--- config.mk ---
export PLATFORM = sky130hd
export DESIGN_NAME = ir_mode_gate
export DESIGN_NICKNAME = d
export VERILOG_FILES = /design/src/rtl/ir_mode_gate_pkg.sv /design/src/rtl/ir_mode_gate_regs.sv /design/src/rtl/ir_mode_gate_commit.sv /design/src/rtl/ir_mode_gate_status.sv /design/src/rtl/ir_mode_gate.sv
export SDC_FILE = /design/constraint.sdc
export NUM_CORES = 1
export LEC_CHECK = 0
export CORE_MARGIN = 2
export CORE_UTILIZATION = 47
export CTS_BUF_LIST = sky130_fd_sc_hd__clkbuf_4 sky130_fd_sc_hd__clkbuf_8 sky130_fd_sc_hd__clkbuf_16
export DETAILED_ROUTE_END_ITERATION = 7
export PLACE_DENSITY = 0.88
export SKIP_LAST_GASP = 1
export SLEW_MARGIN = 25
export SYNTH_ARGS = -nofsm -noshare
export SYNTH_HDL_FRONTEND = slang
export SYNTH_SLANG_ARGS = --single-unit
--- constraint.sdc ---
create_clock -name clk -period 2.2 [get_ports clk]
set_input_delay 0.44 -clock clk [delete_from_list [all_inputs] [get_ports clk]]
set_output_delay 0.44 -clock clk [all_outputs]
set_load 0.01 [all_outputs]
--- src/rtl/ir_mode_gate_pkg.sv ---
package ir_mode_gate_pkg;
  localparam int DATA_W   = 16;
  localparam int BAUD_W   = 6;
  localparam int PWID_W   = 5;
  localparam int PRE_W    = 5;
  localparam int MODE_W   = 4;

  localparam int ST_EN_BIT   = 15;
  localparam int ST_ERR_BIT  = 14;
  localparam int ST_FAST_BIT = 13;
  localparam int ST_MED_BIT  = 12;
  localparam int ST_SLOW_BIT = 11;
  localparam int ST_CRC_BIT  = 10;

  localparam logic [1:0] A_MODE   = 2'd0;
  localparam logic [1:0] A_STATUS = 2'd1;
  localparam logic [1:0] A_NEXT   = 2'd2;
  localparam logic [1:0] A_ACTIVE = 2'd3;

  typedef struct packed {
    logic crc16;
    logic fast;
    logic med;
    logic slow;
  } mode_sel_t;

  typedef struct packed {
    logic [BAUD_W-1:0] baud;
    logic [PWID_W-1:0] width;
    logic [PRE_W-1:0]  pre;
  } phy_word_t;

  function automatic logic speed_is_single(input mode_sel_t m);
    return (m.slow ^ m.med ^ m.fast) & ~(m.slow & m.med & m.fast);
  endfunction

  function automatic logic [DATA_W-1:0] status_word(
      input logic en, input logic err, input mode_sel_t shown);
    logic [DATA_W-1:0] w;
    w = '0;
    w[ST_EN_BIT]   = en;
    w[ST_ERR_BIT]  = err;
    w[ST_FAST_BIT] = shown.fast;
    w[ST_MED_BIT]  = shown.med;
    w[ST_SLOW_BIT] = shown.slow;
    w[ST_CRC_BIT]  = shown.crc16;
    return w;
  endfunction
endpackage

--- src/rtl/ir_mode_gate_regs.sv ---
module ir_mode_gate_regs
  import ir_mode_gate_pkg::*;
#(
  parameter int ADDR_W = 2
) (
  input  logic              clk,
  input  logic              rst_n,
  input  logic              wr_en,
  input  logic [ADDR_W-1:0] addr,
  input  logic [DATA_W-1:0] wdata,
  output mode_sel_t         mode_req,
  output phy_word_t         next_word
);
  logic wr_mode, wr_next;
  assign wr_mode = wr_en && (addr == ADDR_W'(A_MODE));
  assign wr_next = wr_en && (addr == ADDR_W'(A_NEXT));

  always_ff @(posedge clk) begin
    if (!rst_n) begin
      mode_req  <= '0;
      next_word <= '0;
    end else begin
      if (wr_mode) mode_req  <= mode_sel_t'(wdata[MODE_W-1:0]);
      if (wr_next) next_word <= phy_word_t'(wdata);
    end
  end
endmodule

--- src/rtl/ir_mode_gate_commit.sv ---
module ir_mode_gate_commit
  import ir_mode_gate_pkg::*;
(
  input  logic      clk,
  input  logic      rst_n,
  input  logic      en_wr,
  input  logic      en_bit,
  input  mode_sel_t mode_req,
  input  phy_word_t next_word,
  output logic      en_q,
  output logic      err_q,
  output mode_sel_t act_mode,
  output phy_word_t act_word,
  output logic      commit,
  output logic      commit_ok
);
  logic req_ok;
  assign req_ok    = speed_is_single(mode_req);
  assign commit    = en_wr && en_bit && !en_q;
  assign commit_ok = commit && req_ok;

  always_ff @(posedge clk) begin
    if (!rst_n) begin
      en_q     <= 1'b0;
      err_q    <= 1'b0;
      act_mode <= '0;
      act_word <= '0;
    end else begin
      if (en_wr) en_q <= en_bit;
      if (commit) begin
        if (req_ok) begin
          act_mode <= mode_req;
          act_word <= next_word;
          err_q    <= 1'b0;
        end else begin
          err_q    <= 1'b1;
        end
      end
    end
  end
endmodule

--- src/rtl/ir_mode_gate_status.sv ---
module ir_mode_gate_status
  import ir_mode_gate_pkg::*;
#(
  parameter int ADDR_W = 2
) (
  input  logic              en_q,
  input  logic              err_q,
  input  mode_sel_t         act_mode,
  input  phy_word_t         act_word,
  input  mode_sel_t         mode_req,
  input  phy_word_t         next_word,
  input  logic [ADDR_W-1:0] addr,
  output mode_sel_t         shown,
  output logic [DATA_W-1:0] rdata
);
  assign shown = en_q ? act_mode : '0;

  always_comb begin
    rdata = '0;
    if (addr == ADDR_W'(A_MODE))        rdata = DATA_W'(mode_req);
    else if (addr == ADDR_W'(A_STATUS)) rdata = status_word(en_q, err_q, shown);
    else if (addr == ADDR_W'(A_NEXT))   rdata = next_word;
    else if (addr == ADDR_W'(A_ACTIVE)) rdata = act_word;
  end
endmodule

--- src/rtl/ir_mode_gate.sv ---
module ir_mode_gate
  import ir_mode_gate_pkg::*;
#(
  parameter int ADDR_W = 2
) (
  input  logic              clk,
  input  logic              rst_n,
  input  logic              wr_en,
  input  logic [ADDR_W-1:0] addr,
  input  logic [15:0]       wdata,
  output logic [15:0]       rdata,
  output logic              phy_enable,
  output logic              cfg_error,
  output logic              sir_on,
  output logic              mir_on,
  output logic              fir_on,
  output logic              crc16_on,
  output logic [5:0]        phy_baud,
  output logic [4:0]        phy_width,
  output logic [4:0]        phy_preamble
);
  mode_sel_t mode_req, act_mode, shown;
  phy_word_t next_word, act_word;
  logic en_q, err_q, commit_w, commit_ok_w, en_wr;

  assign en_wr = wr_en && (addr == ADDR_W'(A_STATUS));

  ir_mode_gate_regs #(.ADDR_W(ADDR_W)) u_regs (
    .clk(clk), .rst_n(rst_n), .wr_en(wr_en), .addr(addr), .wdata(wdata),
    .mode_req(mode_req), .next_word(next_word)
  );

  ir_mode_gate_commit u_commit (
    .clk(clk), .rst_n(rst_n), .en_wr(en_wr), .en_bit(wdata[ST_EN_BIT]),
    .mode_req(mode_req), .next_word(next_word), .en_q(en_q), .err_q(err_q),
    .act_mode(act_mode), .act_word(act_word), .commit(commit_w),
    .commit_ok(commit_ok_w)
  );

  ir_mode_gate_status #(.ADDR_W(ADDR_W)) u_status (
    .en_q(en_q), .err_q(err_q), .act_mode(act_mode), .act_word(act_word),
    .mode_req(mode_req), .next_word(next_word), .addr(addr),
    .shown(shown), .rdata(rdata)
  );

  assign phy_enable   = en_q;
  assign cfg_error    = err_q;
  assign sir_on       = shown.slow;
  assign mir_on       = shown.med;
  assign fir_on       = shown.fast;
  assign crc16_on     = shown.crc16;
  assign phy_baud     = act_word.baud;
  assign phy_width    = act_word.width;
  assign phy_preamble = act_word.pre;
endmodule

; ---- After elaboration in Yosys (flattened, before gate mapping)
; Index checks and enable logic that the tools add are counted.
[totals]
register_bits = 42
inputBits = 21
output_inout_bits = 38
[op_classes]
n_eq_ne = 3
muxes = 6
bitwise_logic = 6
reduce_logical = 8
[op_table]
columns = cell, count
row1 = $mux W16, 4
row2 = $logic_and A1 B1 Y1, 5
row3 = $eq A2 B2 Y1 const B, 2
row4 = $mux W4, 1
row5 = $and A1 B1 Y1, 3
row6 = $eq A2 B1 Y1 const B, 1
row7 = $logic_not A2 Y1, 1
row8 = $reduce_and A2 Y1, 1
row9 = $xor A1 B1 Y1, 2
row10 = $logic_not A1 Y1, 1
row11 = $mux W1, 1
row12 = $not A1 Y1, 1

; ---- Longest topological paths before layout
[depth]
depth_word = 5
depth_mapped = 6

; ---- By module
; From an unflattened synthesis, not the netlist that was laid out.
[unflattened]
hier_cells = 226
hier_area_um2 = 2122.0
[modules_own_cells]
columns = module, n_inst, cells_per_inst, area_per_inst_um2, seq_area_each_um2
row1 = ir_mode_gate_commit, 1, 99, 918.4, 440.4
row2 = ir_mode_gate_regs, 1, 84, 807.0, 400.4
row3 = ir_mode_gate_status, 1, 42, 387.9, 0.0
row4 = ir_mode_gate, 1, 1, 8.8, 0.0

; ---- Worst setup path after synthesis
; OpenSTA, ideal clock, no wires.
[synth_path]
kind = input to output
from = input addr[0]
to = output rdata[0]
t_arrival_ps = 1396
path_slack_ps = 364
cell_stages = 4
cell_sequence = clkbuf_1 -> buf_1 -> nor2_1 -> a22o_1
[synth_via]
elab_chain_len = 5
[synth_rtl]
columns = element, line_no
row1 = "start, declared", ir_mode_gate.sv:9  ; input logic [ADDR_W-1:0] addr,
row2 = $eq A2 B2 Y1, ir_mode_gate_status.sv:23  ; else if (addr == ADDR_W'(A_ACTIVE)) rdata = act_word;
row3 = $mux W16, ir_mode_gate_status.sv:23
row4 = $mux W16, ir_mode_gate_status.sv:22  ; else if (addr == ADDR_W'(A_NEXT)) rdata = next_word;
row5 = $mux W16, ir_mode_gate_status.sv:21  ; else if (addr == ADDR_W'(A_STATUS)) rdata = status_word(en_q, err_q, shown);
row6 = $mux W16 *, ir_mode_gate_status.sv:20  ; if (addr == ADDR_W'(A_MODE)) rdata = DATA_W'(mode_req);
row7 = "end, declared", ir_mode_gate.sv:11  ; output logic [15:0] rdata,
; Every way passes the cells marked *; elsewhere a longest branch is shown, timed or not.

; ---- Final worst setup path
; Ends and elaborated chain as after synthesis.

==> flow_summary.toml <==
[grt]
grt_pass1_wl_mm = 8.535
grtUsageTotal_pct = 21.99
grt_pass1_vias = 1784
antenna_found_initial = 0
grt_max_degree = 35
overflow = 0

[logic_synthesis]
post_synth_num_cell_types = 25
ys_ff_latch = 42
yosysSeqAreaShare_pct = 40.73
synthArstFlopShare_pct = 0
yosys_warnings = 0
yosysTopAreaCell = "dfxtp_1"
syn_avg_cell_area_um2 = 8.860
syn_area_mm2 = 0.002064
synth_flop_cell = "dfxtp_1"
synth_edf_count = 0
netlist_top_cells_area = "dfxtp_1, mux2i_1, nand2_1, a21boi_0, mux2_2"
syn_nets = 255
synth_top_area_share_pct = 40.73
syn-instance-count = 233

[min_path]
hp-class = "reg2reg"

[sta]
clock_skew_ns = 0.002825
max-slew-margin-rel_pct = 63.47
hold_ws_ns = 0.4605
final-hold-violation-count = 0
finalSetupViolCount = 0
maxSlewViolCount = 0
finalCritPeriodShare_pct = 97.60
rsz0062_at_grt = "false"
fmax_ghz = 0.4657
setup_ws_ns = 0.05272
tightest_slew_ns = 0.5479
post-route-min-period_ns = 2.147

[layout]
layout_common_cells = "nand2_1, dfxtp_1, clkdlybuf4s50_1, mux2i_1, a21boi_0"
final_common_cell = "nand2_1"
drive_gt1_share_pct = 13.95
nets = 322
final.fill_count = 334
area_growth_pct = 42.06
diodes = 0

[pwr]
ir_drop_v = 0.0003827
power.density_mw_per_mm2 = 527.4
p_leak_nw = 1.182

[die]
core_area_mm2 = 0.004294
die_h_um = 70.28
rows = 24
initial_core_util_pct = 48.08
dieArea_mm2 = 0.004939
pin_count = 59
die_x_um = 70.28

[drt]
detail_route.first_pass.iterations = 4
final_antenna_net_count = 0
vias = 1887
wl_per_cell_um = 14.69
via_per_inst = 5.346
drc = 0
routed_wl_mm = 5.186
drt_iter0_drc = 95

[clock_network]
cts_sinks = 42
htreeDepth = 2
cts_max_path_buffers = 2
ctsHoldBuffers = 0
clk_latency_ns = 0.30
cts_tree = "done"
cts_setup_buffers = 0
cts.clk_slew.worst_paths_ns = 0.08
cts-root-buf = "clkbuf_8"
cts_inserted_buffers = 5

[critical_path]
startpoint_type = "input pin"
crit_chain = "clkdlybuf4s15_1 -> bufbuf_16 -> nor2_1 -> buf_4 -> a22o_1 -> dlygate4sd2_1"
worstSetupEndpointType = "output pin"
cp.required_ns = 1.76
max_stage_delay_ns = 0.30
critical_path_class = "in2out"
crit_arrival_ns = 1.71
crit_path_top_delay_cell = "bufbuf_16"
crit_path_max_fanout = 8

[placed_design]
port_buffers = 58
dp_hpwl_mm = 3.652
place_ws_ns = -0.3485
place.gp.congestion = 0.8100

[status]
outcome = "finished clean"

[run]
cap_viol_max_count = 0
worst paths after layout:
kind	start	endpoint	slack (ns)	depth (start not counted)
worst min register to register	u_commit.act_mode[3]$_SDFFE_PN0P_	u_commit.act_mode[3]$_SDFFE_PN0P_	0.46	2
worst min-delay path	u_commit.act_mode[3]$_SDFFE_PN0P_	u_commit.act_mode[3]$_SDFFE_PN0P_	0.46	2
worst max register to register	u_regs.mode_req[0]$_SDFFE_PN0P_	u_commit.act_word[13]$_SDFFE_PN0P_	0.27	5
worst max-delay path	addr[0]	rdata[0]	0.05	6
registers in the layout, indices dropped and copies added, names as in the netlist:
signal / flops
u_commit.act_mode: 4
u_commit.act_word: 16
u_commit.en_q: 1
u_commit.err_q: 1
u_regs.mode_req: 4
u_regs.next_word: 16
per-layer routing:
layer,vias up,share of wire [%],wire length [µm],GRT usage [%]
met5,-,0,0,0
met4,0,1.5,77,8.547
met3,6,6.6,344,5.483
met2,63,49,2525,35.85
met1,900,43,2239,27.87
li1,918,-,-,-
synth_stat cells (4+ instances only):
cell type,n
nor2b_1,13
a22o_1,10
mux2_2,10
dfxtp_1,42
nand2_1,72
and2_1,4
clkbuf_1,12
mux2i_1,29
a21boi_0,18
power breakdown:
| group | leakage, nW | total, mW | switching, mW | internal, mW |
|---|---|---|---|---|
| Clock | 0.0575 | 0.582 | 0.265 | 0.317 |
| Combinational | 0.784 | 0.180 | 0.0815 | 0.0983 |
| Sequential | 0.340 | 0.785 | 0.0120 | 0.773 |
final cells by class:
type,instances,area (µm²),area share [%]
Sequential cell,42,842.1,28.71
Multi-Input combinational cell,174,1149,39.16
Timing Repair Buffer,77,767.0,26.15
Tap cell,52,65.06,2.218
Clock buffer,8,110.1,3.754
stage by stage:
step / cells / TNS (ns) / total power [mW] / instance area (µm²) / util, %
floorplan: 233 / 0 / 0.8851 / 2064 / -
global placement: 344 / -6.160 / 0.9701 / 2783 / 64.80
detailed placement: 344 / -7.097 / 0.9739 / 2783 / 64.80
CTS: 353 / 0 / 1.555 / 2922 / 68.04
global route: 353 / 0 / 1.608 / 2933 / 68.30
finish: 353 / 0 / 1.547 / 2933 / 68.30
repair_timing:
item                       4_1_cts  5_1_grt
cloned                           1        0
setup endpoints to repair       16        9
resized for setup               19        5
cell families (layout without fill, tap and decap cells):
family,after synthesis,in the layout,share of synthesized area (%)
adder cells (fa/ha/maj),1,1,0.6060
AND/OR/NAND/NOR,102,102,22.61
flip-flops,42,42,40.73
multiplexers,39,39,19.52
buffers and inverters,17,85,4.363
AO/OA/AOI/OAI,32,32,12.18
critical path, delay by kind of cell:
kind / cells / cell delay (ns)
buffers and inverters: 4 / 0.98
AND/OR/NAND/NOR: 1 / 0.05
AO/OA/AOI/OAI: 1 / 0.23
No activity file was read; power rests on OpenSTA's default activity.
